`config.mk`:
```
export PLATFORM = sky130hd
export DESIGN_NAME = txq_top
export DESIGN_NICKNAME = d
export VERILOG_FILES = /design/src/rtl/txq_pkg.sv /design/src/rtl/txq_store.sv /design/src/rtl/txq_flags.sv /design/src/rtl/txq_top.sv
export SDC_FILE = /design/constraint.sdc
export NUM_CORES = 1
export LEC_CHECK = 0
export BUFFER_PORTS_ARGS = -buffer_cell sky130_fd_sc_hd__buf_4
export CORE_ASPECT_RATIO = 1.25
export CORE_MARGIN = 3
export CORE_UTILIZATION = 55
export CTS_BUF_LIST = sky130_fd_sc_hd__clkbuf_16
export CTS_CLUSTER_DIAMETER = 50
export DETAILED_ROUTE_END_ITERATION = 8
export GPL_TIMING_DRIVEN = 0
export PLACE_DENSITY = 0.68
export SETUP_SLACK_MARGIN = 0.2
export SLEW_MARGIN = 40
export SYNTH_ARGS = -nofsm -noshare
export SYNTH_HDL_FRONTEND = slang
export SYNTH_HIERARCHICAL = 1
export SYNTH_SLANG_ARGS = --single-unit
```
`constraint.sdc`:
```
create_clock -name clk -period 4.2 [get_ports clk]
set_input_delay 0.21 -clock clk [delete_from_list [all_inputs] [get_ports clk]]
set_output_delay 0.21 -clock clk [all_outputs]
set_load 0.02 [all_outputs]
```
`src/rtl/txq_pkg.sv`:
```
package txq_pkg;
  // Map the threshold field to a fill limit: a power of two, capped at the depth.
  function automatic int wm_limit(input int thr, input int depth);
    int lim;
    lim = 1 << thr;
    if (lim > depth) lim = depth;
    return lim;
  endfunction

  // Level after one cycle of traffic.
  function automatic int next_level(input int lvl, input bit flush,
                                    input bit push, input bit pop);
    if (flush) return 0;
    return lvl + int'(push) - int'(pop);
  endfunction
endpackage

```
`src/rtl/txq_store.sv`:
```
module txq_store #(
  parameter int DEPTH = 32,
  parameter int DW    = 8,
  localparam int AW   = (DEPTH > 1) ? $clog2(DEPTH) : 1
) (
  input  logic          clk,
  input  logic          rst_n,
  input  logic          flush,
  input  logic          push,
  input  logic [DW-1:0] push_data,
  input  logic          pop,
  output logic [DW-1:0] head_data
);
  logic [DW-1:0] mem [DEPTH];
  logic [AW-1:0] wptr, rptr;

  function automatic logic [AW-1:0] bump(input logic [AW-1:0] p);
    return (p == AW'(DEPTH - 1)) ? '0 : p + 1'b1;
  endfunction

  always_ff @(posedge clk or negedge rst_n) begin
    if (!rst_n) begin
      wptr <= '0;
      rptr <= '0;
    end else if (flush) begin
      wptr <= '0;
      rptr <= '0;
    end else begin
      if (push) wptr <= bump(wptr);
      if (pop)  rptr <= bump(rptr);
    end
  end

  always_ff @(posedge clk) begin
    if (push && !flush) mem[wptr] <= push_data;
  end

  assign head_data = mem[rptr];
endmodule

```
`src/rtl/txq_flags.sv`:
```
module txq_flags #(
  parameter int DEPTH = 32,
  localparam int LW   = $clog2(DEPTH + 1)
) (
  input  logic          clk,
  input  logic          rst_n,
  input  logic          flush,
  input  logic          wr_req,
  input  logic          push,
  input  logic          pop,
  input  logic [LW-1:0] limit,
  output logic [LW-1:0] level,
  output logic [LW-1:0] level_nxt,
  output logic          full,
  output logic          empty,
  output logic          wm,
  output logic          empty_evt
);
  import txq_pkg::*;

  logic wm_nxt;

  assign level_nxt = LW'(next_level(int'(level), flush, push, pop));

  always_comb begin
    wm_nxt = wm;
    if (flush)                           wm_nxt = 1'b0;
    else if (wr_req && level_nxt >= limit) wm_nxt = 1'b1;
    else if (pop && level_nxt < limit)     wm_nxt = 1'b0;
  end

  always_ff @(posedge clk or negedge rst_n) begin
    if (!rst_n) begin
      level     <= '0;
      full      <= 1'b0;
      empty     <= 1'b1;
      wm        <= 1'b0;
      empty_evt <= 1'b0;
    end else begin
      level     <= level_nxt;
      full      <= (level_nxt == LW'(DEPTH));
      empty     <= (level_nxt == '0);
      wm        <= wm_nxt;
      empty_evt <= (level != '0) && (level_nxt == '0);
    end
  end
endmodule

```
`src/rtl/txq_top.sv`:
```
module txq_top #(
  parameter int DEPTH = 32,
  parameter int DW    = 8,
  parameter int TW    = 3,
  localparam int LW   = $clog2(DEPTH + 1)
) (
  input  logic          clk,
  input  logic          rst_n,
  input  logic          wr_en_i,
  input  logic [DW-1:0] wr_data_i,
  input  logic          tx_enable_i,
  input  logic [TW-1:0] wm_thresh_i,
  input  logic          flush_i,
  output logic          out_valid_o,
  output logic [DW-1:0] out_data_o,
  input  logic          out_ready_i,
  output logic [LW-1:0] level_o,
  output logic          full_o,
  output logic          empty_o,
  output logic          wm_o,
  output logic          empty_evt_o
);
  import txq_pkg::*;

  // Named internal events, visible to the bound checker.
  logic          push_ok;
  logic          pop_ok;
  logic [LW-1:0] limit;
  logic [LW-1:0] level_nxt;

  assign limit       = LW'(wm_limit(int'(wm_thresh_i), DEPTH));
  assign push_ok     = wr_en_i && !flush_i && (level_o != LW'(DEPTH));
  assign out_valid_o = tx_enable_i && !empty_o && !flush_i;
  assign pop_ok      = out_valid_o && out_ready_i;

  txq_store #(.DEPTH(DEPTH), .DW(DW)) u_store (
    .clk       (clk),
    .rst_n     (rst_n),
    .flush     (flush_i),
    .push      (push_ok),
    .push_data (wr_data_i),
    .pop       (pop_ok),
    .head_data (out_data_o)
  );

  txq_flags #(.DEPTH(DEPTH)) u_flags (
    .clk       (clk),
    .rst_n     (rst_n),
    .flush     (flush_i),
    .wr_req    (wr_en_i),
    .push      (push_ok),
    .pop       (pop_ok),
    .limit     (limit),
    .level     (level_o),
    .level_nxt (level_nxt),
    .full      (full_o),
    .empty     (empty_o),
    .wm        (wm_o),
    .empty_evt (empty_evt_o)
  );
endmodule

```
==> results.sh, run 1 <==
export IMPL_status="complete, no violations"
export IMPL_final_instance_count_excl_fill=924
export IMPL_r2r_end="u_flags/wm$_DFFE_PN0P_"
export IMPL_synth_distinct_cells=43
export IMPL_syn_nets=605
export IMPL_cts_path_max_buffers=3
export IMPL_synth_area_um2=11300
export IMPL_numClockSinks=276
export IMPL_vias=5599
export IMPL_ctsResizeCount=0
export IMPL_cts_tree="yes"
export IMPL_setup_viol_count_final=0
export IMPL_drive_above_1_share_pct=28.0
export IMPL_fill_cells=1430
export IMPL_finalCritPeriodShare_pct=86.1
export IMPL_slew_viol_final=0
export IMPL_clk_insertion_delay_late_ns=0.53
export IMPL_grt_usage_pct=20.7
export IMPL_htree_num_levels=1
export IMPL_fin_util_pct=63.7
export IMPL_crit_path_start_kind="register"
export IMPL_ir_drop_mv=0.395
export IMPL_routedWlPerCell_um=24.3
export IMPL_rsz0062_at_grt="false"
export IMPL_syn_area_per_cell_um2=20.0
export IMPL_cts_root_buffer_cell="clkbuf_16"
export IMPL_crit_fanout=7
export IMPL_ff2ff_setup_slack_ns=0.59
export IMPL_whs_ns=0.0969
export IMPL_fin_tns_setup_ns=0
export IMPL_cts_clk_slew_worst_paths_ns=0.06
export IMPL_placed_cell_area_um2=11900
export IMPL_drt_iter0_markers=383
export IMPL_p_per_area_nw_per_um2=486
export IMPL_cp_end_kind="register"
export IMPL_yosys_warnings=6
export IMPL_max_cap_violations=0
export IMPL_syn_to_final_growth_pct=13.8
export IMPL_ys_seq_area_share_pct=72.5
export IMPL_ios=36
export IMPL_rows=58
export IMPL_r2r_cells=14
export IMPL_dr_pass1_iters=5
export IMPL_synth_top_area_share_pct=68.0
export IMPL_dieHeight_um=166
export IMPL_place_inst=871
export IMPL_route_detailed_drc=0
export IMPL_worst_slew_pin_slew_ns=0.820
export IMPL_nets=672
export IMPL_grt_pass1_vias=5951
export IMPL_post_cts_buffers=0
export IMPL_postSynthCellCount=566
export IMPL_timing_worst_setup_path_type="register to register"
export IMPL_die_w_um=134
export IMPL_antenna_cells=0
export IMPL_arrival_ns=4.02
export IMPL_cts_buffers=28
export IMPL_postLayoutSetupSlackWorst_ns=0.586
export IMPL_max_clock_freq_mhz=277
export IMPL_crit_start="u_flags/empty$_DFF_PN1_"
export IMPL_vias_per_cell=6.06
export IMPL_core_area_um2=20200
export IMPL_start_util_pct=56.0
export IMPL_grt_first_pass_wirelength_um=34900
export IMPL_slew_headroom_pct=45.2
export IMPL_antenna_found_initial=0
export IMPL_yosysTopAreaCell="edfxtp_1"
export IMPL_port_buffer_count=35
export IMPL_grt_ovfl_total=0
export IMPL_required_ns=4.60
export IMPL_p_total_mw=6.26
export IMPL_power_leakage_nw=4.13
export IMPL_dp_hpwl_um=15000
export IMPL_reg2reg_from="u_flags/empty$_DFF_PN1_"
export IMPL_dieArea_um2=22300
export IMPL_ys_ff_latch=276
export IMPL_finish_instance_area_um2=12900
export IMPL_hold_violations=0
export IMPL_place_congestion=0.795
export IMPL_netlist_top_cells_area="edfxtp_1 (68%), mux4_2 (16%), dfrtp_1 (4.2%), ha_1 (2.3%), nor2_1 (1.6%)"
export IMPL_place_ws_ns=0.685
export IMPL_wl_um=22500
export IMPL_grt_max_degree=33
export IMPL_antenna_left=0
export IMPL_endpoint="u_flags/wm$_DFFE_PN0P_"
export IMPL_min_period_ns=3.61
export IMPL_min_path_type="input port to asynchronous set/reset pin"
export IMPL_skew_ns=0.0112
cell type report:
class / count / area [um^2] / share of cell area [%]
Sequential cell: 276 / 8190 / 63.7
Clock inverter: 22 / 208 / 1.62
Multi-Input combinational cell: 240 / 2890 / 22.5
Buffer: 27 / 138 / 1.07
Inverter: 23 / 86.3 / 0.671
Clock buffer: 29 / 726 / 5.64
Timing Repair Buffer: 37 / 283 / 2.20
Tap cell: 270 / 338 / 2.63
Yosys cell counts (all sizes together):
master	number
nor3	1
ha	21
mux2i	4
a311oi	2
mux4	80
nor4	1
and4b	1
or3b	1
and2	1
nand3b	4
dfstp	1
nor2	48
nor3b	5
a41oi	1
and3b	1
a21oi	15
nand2	9
mux2	8
nor2b	4
fa	1
nor4bb	2
inv	23
nand2b	2
edfxtp	256
nand3	3
dfrtp	19
or4	2
clkbuf	19
or3	3
nand4	1
o21a	1
o21ai	10
a21o	1
and3	2
xor2	1
a31oi	2
buf	8
xnor2	2
worst min-delay path by stage:
stage | from | endpoint | slack [ns] | cells after the start
floorplan | rst_n | u_flags/empty_evt$_DFF_PN0_ | -0.09 | 0
detailed placement | rst_n | u_flags/empty_evt$_DFF_PN0_ | 0.11 | 1
global route | wr_data_i[6] | u_store/mem[16][6]$_DFFE_PP_ | 0.10 | 1
CTS | rst_n | u_flags/empty_evt$_DFF_PN0_ | 0.09 | 2
global placement | rst_n | u_flags/full$_DFF_PN0_ | 0.1 | 1
finish | rst_n | u_flags/empty_evt$_DFF_PN0_ | 0.1 | 2
sequential cells by signal (all words and copies together), names as in the netlist:
register,count
u_store/mem,256
u_flags/level,6
u_store/rptr,5
u_store/wptr,5
u_flags/empty,1
u_flags/empty_evt,1
u_flags/full,1
u_flags/wm,1
placed cells by master, fill, tap and decap left out, types with 2 or more instances in the layout:
| master | count |
|---|---|
| nor2_1 | 46 |
| or3_1 | 3 |
| clkinv_1 | 4 |
| nor2b_1 | 3 |
| buf_6 | 4 |
| mux2i_1 | 4 |
| a311oi_1 | 2 |
| nand2b_1 | 2 |
| or4_1 | 2 |
| mux4_2 | 80 |
| buf_4 | 35 |
| inv_1 | 27 |
| nor4bb_1 | 2 |
| buf_2 | 4 |
| and3_1 | 2 |
| edfxtp_1 | 256 |
| mux2_2 | 8 |
| nor3b_1 | 4 |
| clkbuf_1 | 18 |
| ha_1 | 21 |
| o21ai_0 | 9 |
| nand3b_1 | 4 |
| a21oi_1 | 14 |
| a31oi_1 | 2 |
| bufinv_16 | 3 |
| nor2_2 | 2 |
| inv_6 | 2 |
| clkbuf_16 | 29 |
| clkinvlp_4 | 4 |
| dlygate4sd3_1 | 2 |
| clkinv_2 | 3 |
| nand2_1 | 9 |
| dfrtp_1 | 19 |
| xnor2_1 | 2 |
| nand3_1 | 3 |
routing by layer:
metal | global-route usage [%] | part of all wire [%]
met1 | 29.7 | 42
met2 | 33.9 | 50
met3 | 2.82 | 5.6
met4 | 6.51 | 2.6
met5 | 0 | 0
logic make-up after synthesis:
group / synth area share, %
DFF: 72.5
AOI/OAI and AO/OA: 1.62
buffers and inverters: 1.97
muxes: 17.1
xor gates and xnor gates: 0.233
and+or+nand+nor: 4.10
adders and majority gates: 2.50
repair_timing:
item	4_1_cts	5_1_grt
endpoints found under the setup margin	0	0
endpoints found under the hold margin	21	0
hold buffers	2	0
critical path, cell delays in order (launching register included):
cell and delay, ns:
dfstp_2 0.37, nor3b_2 0.20, and2_1 0.41, ha_1 0.28, inv_1 0.06, ha_1 0.26, a21o_1 0.18, and4b_4 0.21
or3_1 0.32, a21oi_2 0.26, ha_1 0.31, a21oi_1 0.18, o21ai_0 0.13, o21ai_0 0.23, a21oi_1 0.10
power breakdown:
group / internal, mW / switching, mW / total [mW]
clock: 1.45 / 1.00 / 2.45
sequential: 3.05 / 0.0380 / 3.09
combinational: 0.295 / 0.422 / 0.717
total: 4.79 / 1.46 / 6.26
No activity file was read; power rests on OpenSTA's default activity.
==> inputs of run 2 (changes only) <==
--- a/config.mk
+++ b/config.mk
@@ -5,6 +5,7 @@
 export SDC_FILE = /design/constraint.sdc
 export NUM_CORES = 1
 export LEC_CHECK = 0
+export ABC_AREA = 1
 export BUFFER_PORTS_ARGS = -buffer_cell sky130_fd_sc_hd__buf_4
 export CORE_ASPECT_RATIO = 1.25
 export CORE_MARGIN = 3
==> run 2 against run 1 <==
Register-to-register slack gained 0.02 ns. Die area grew 6.3%. Clock skew is essentially flat. Total power grew 3.8%. Worst setup slack lost 0.13 ns. Critical endpoint unchanged.
==> results.sh, run 2 <==
export IMPL_status="complete, no violations"
export IMPL_dieHeight_um=171
export IMPL_syn_area_per_cell_um2=11.0
export IMPL_worst_slew_pin_slew_ns=0.806
export IMPL_ff2ff_setup_slack_ns=0.61
export IMPL_fin_tns_setup_ns=0
export IMPL_crit_path_start_kind="input port"
export IMPL_crit_chain="dlygate4sd3_1, buf_4, inv_1, nand2_1, nor3b_4, ha_1, inv_1, ha_1, inv_1, fa_1, inv_1, nand3_1, a21oi_1, nor2_2, ha_1, nand2_1, nor2_1, nand2_1, nand4_1, nand2_1, a21oi_1, dlygate4sd3_1"
export IMPL_route_detailed_drc=0
export IMPL_synth_compound_area_share_pct=0.967
export IMPL_grt_first_pass_wirelength_um=46400
export IMPL_synthArstFlopShare_pct=7.25
export IMPL_yosys_warnings=6
export IMPL_die_w_um=138
export IMPL_grt_max_degree=33
export IMPL_largest_registers="u_store/mem: 256 flops, u_flags/level: 6 flops"
export IMPL_fill_cells=1708
export IMPL_dp_hpwl_um=20100
export IMPL_timing_worst_setup_path_type="input port to register"
export IMPL_syn_nets=1138
export IMPL_dr_pass1_iters=5
export IMPL_max_cap_violations=0
export IMPL_grt_ovfl_total=0
export IMPL_final_common_cell="nand2_1"
export IMPL_netlist_top_cells_count="nand2_1 (395), edfxtp_1 (256), nand3_1 (213), nor2_1 (49), inv_1 (40)"
export IMPL_ys_seq_area_share_pct=68.0
export IMPL_finalCritPeriodShare_pct=89.2
export IMPL_synth_edff_count=256
export IMPL_ir_drop_mv=0.405
export IMPL_rows=59
export IMPL_routedWlPerCell_um=20.8
export IMPL_power_leakage_nw=5.32
export IMPL_antenna_found_initial=0
export IMPL_cts_buffers=28
export IMPL_antenna_left=0
export IMPL_required_ns=4.68
export IMPL_antenna_cells=0
export IMPL_p_per_area_nw_per_um2=477
export IMPL_cts_tree="yes"
export IMPL_crit_buf_inv=7
export IMPL_htree_num_levels=1
export IMPL_synth_top_family_by_area="simple AND/OR/NAND/NOR gates"
export IMPL_cp_end_kind="register"
export IMPL_ys_ff_latch=276
export IMPL_cts_path_max_buffers=3
export IMPL_synth_area_um2=12000
export IMPL_vias=8359
export IMPL_slowest_delay_ns=0.56
export IMPL_nets=1207
export IMPL_setup_viol_count_final=0
export IMPL_synth_most_common_cell="nand2_1"
export IMPL_rsz0062_at_grt="false"
export IMPL_skew_ns=0.0110
export IMPL_cts_root_buffer_cell="clkbuf_16"
export IMPL_crit_fanout=8
export IMPL_synthMuxAreaShare_pct=0
export IMPL_synth_top_area_share_pct=63.9
export IMPL_wl_um=30500
export IMPL_hold_violations=0
export IMPL_min_period_ns=3.75
export IMPL_drive_above_1_share_pct=12.7
export IMPL_final_cell_mix="nand2_1 (395), edfxtp_1 (256), nand3_1 (213)"
export IMPL_syn_to_final_growth_pct=13.1
export IMPL_start_util_pct=56.8
export IMPL_grt_pass1_vias=8087
export IMPL_netlist_top_cells_area="edfxtp_1 (64%), nand2_1 (12%), nand3_1 (8.9%), dfrtp_1 (3.9%), ha_1 (2.2%)"
export IMPL_synth_xor_area_share_pct=0.218
export IMPL_r2r_end="u_flags/wm$_DFFE_PN0P_"
export IMPL_slew_viol_final=0
export IMPL_arrival_ns=4.23
export IMPL_min_path_type="input port to asynchronous set/reset pin"
export IMPL_dieArea_um2=23700
export IMPL_synth_ff_type="edfxtp_1"
export IMPL_vias_per_cell=5.71
export IMPL_postSynthCellCount=1099
export IMPL_post_synth_fa_ha_maj_area_fraction_pct=2.35
export IMPL_regMostFlops="u_store/mem"
export IMPL_place_congestion=0.903
export IMPL_ios=36
export IMPL_reg2reg_from="u_flags/empty$_DFF_PN1_"
export IMPL_r2r_cells=18
export IMPL_critical_path_slowest_cell="dlygate4sd3_1"
export IMPL_cts_clk_slew_worst_paths_ns=0.06
export IMPL_crit_family="buffers and inverters"
export IMPL_drt_iter0_markers=717
export IMPL_grt_usage_pct=25.7
export IMPL_slew_headroom_pct=46.1
export IMPL_yosysTopAreaCell="edfxtp_1"
export IMPL_largest_reg_flops=256
export IMPL_max_clock_freq_mhz=267
export IMPL_synth_distinct_cells=33
export IMPL_yosys_area_share_simple_pct=23.7
export IMPL_port_buffer_count=35
export IMPL_fin_util_pct=64.3
export IMPL_numClockSinks=276
export IMPL_core_area_um2=21200
export IMPL_clk_insertion_delay_late_ns=0.54
run 2: cell count changes in the layout (fill, tap and decap cells not counted), sizes merged, moves of 5 or more:
cell	delta
a21oi	-6
buf	+41
clkbuf	-12
clkinv	+7
inv	+23
mux2	-8
mux4	-80
nand2	+387
nand3	+212
nor2	+5
run 2: per-layer routing:
layer | part of all wire, % | wire length [um] | vias up | track usage [%]
met5 | 0 | 0 | - | 0
met4 | 3.0 | 910 | 0 | 8.08
met3 | 7.4 | 2270 | 57 | 3.75
met2 | 50 | 15200 | 331 | 45.0
met1 | 40 | 12100 | 4065 | 33.5
li1 | - | - | 3906 | -
run 2: worst reg2reg max path, delay by kind of cell (launching register included):
kind / cells / cell delay, ns
AND/OR/NAND/NOR: 8 / 0.75
buffers and inverters: 4 / 0.76
adder cells (fa/ha/maj): 4 / 1.13
flip-flops: 1 / 0.57
AO/OA/AOI/OAI: 2 / 0.30
run 2: cells by family after synthesis:
| logic type | after synthesis |
|---|---|
| AOI/OAI and AO/OA | 20 |
| xor gates and xnor gates | 3 |
| adders and majority gates | 22 |
| buffers and inverters | 105 |
| DFF | 276 |
| and+or+nand+nor | 673 |
run 2: report_power, final:
part	total, mW	internal, mW	switching (mW)	leakage [nW]
registers	3.09	3.05	0.0384	2.57
logic	0.926	0.326	0.600	2.28
clock network	2.47	1.44	1.04	0.467
run 2: worst max-delay path by stage:
stage                                  startpoint                      to  depth (start not counted)
final                                     flush_i  u_flags/wm$_DFFE_PN0P_                         22
after global routing                      flush_i  u_flags/wm$_DFFE_PN0P_                         22
after CTS                                 flush_i  u_flags/wm$_DFFE_PN0P_                         22
after detailed placement                  flush_i  u_flags/wm$_DFFE_PN0P_                         20
after global placement                    flush_i  u_flags/wm$_DFFE_PN0P_                         20
after floorplan           u_flags/empty$_DFF_PN1_  u_flags/wm$_DFFE_PN0P_                         17
run 2: stage by stage:
stage	worst slack, ns	total power, mW	hold WS [ns]	std cells	area [um^2]
after floorplan	1.36	3.74	-0.0856	1099	12000
after global placement	0.915	4.03	0.106	1408	12600
after detailed placement	0.869	4.05	0.111	1408	12600
after CTS	0.330	6.51	0.0811	1463	13600
after global routing	0.208	6.74	0.103	1464	13600
final	0.454	6.49	0.0824	1464	13600
run 2: timing repair:
item,CTS,global route
endpoints found under the setup margin,0,1
endpoints found under the hold margin,22,0
hold buffers,3,0
resized for setup,0,1
buffers inserted,0,1
run 2: final cells by class:
cell class                 count  area (um^2)  share of cell area [%]
sequential                   276         8190                    60.2
clock buffer                  29          726                    5.33
tap                          274          343                    2.52
clock inverter                23          194                    1.42
multi-input combinational    718         3290                    24.2
buffer                        55          383                    2.81
inverter                      50          190                    1.40
timing repair buffer          39          300                    2.21
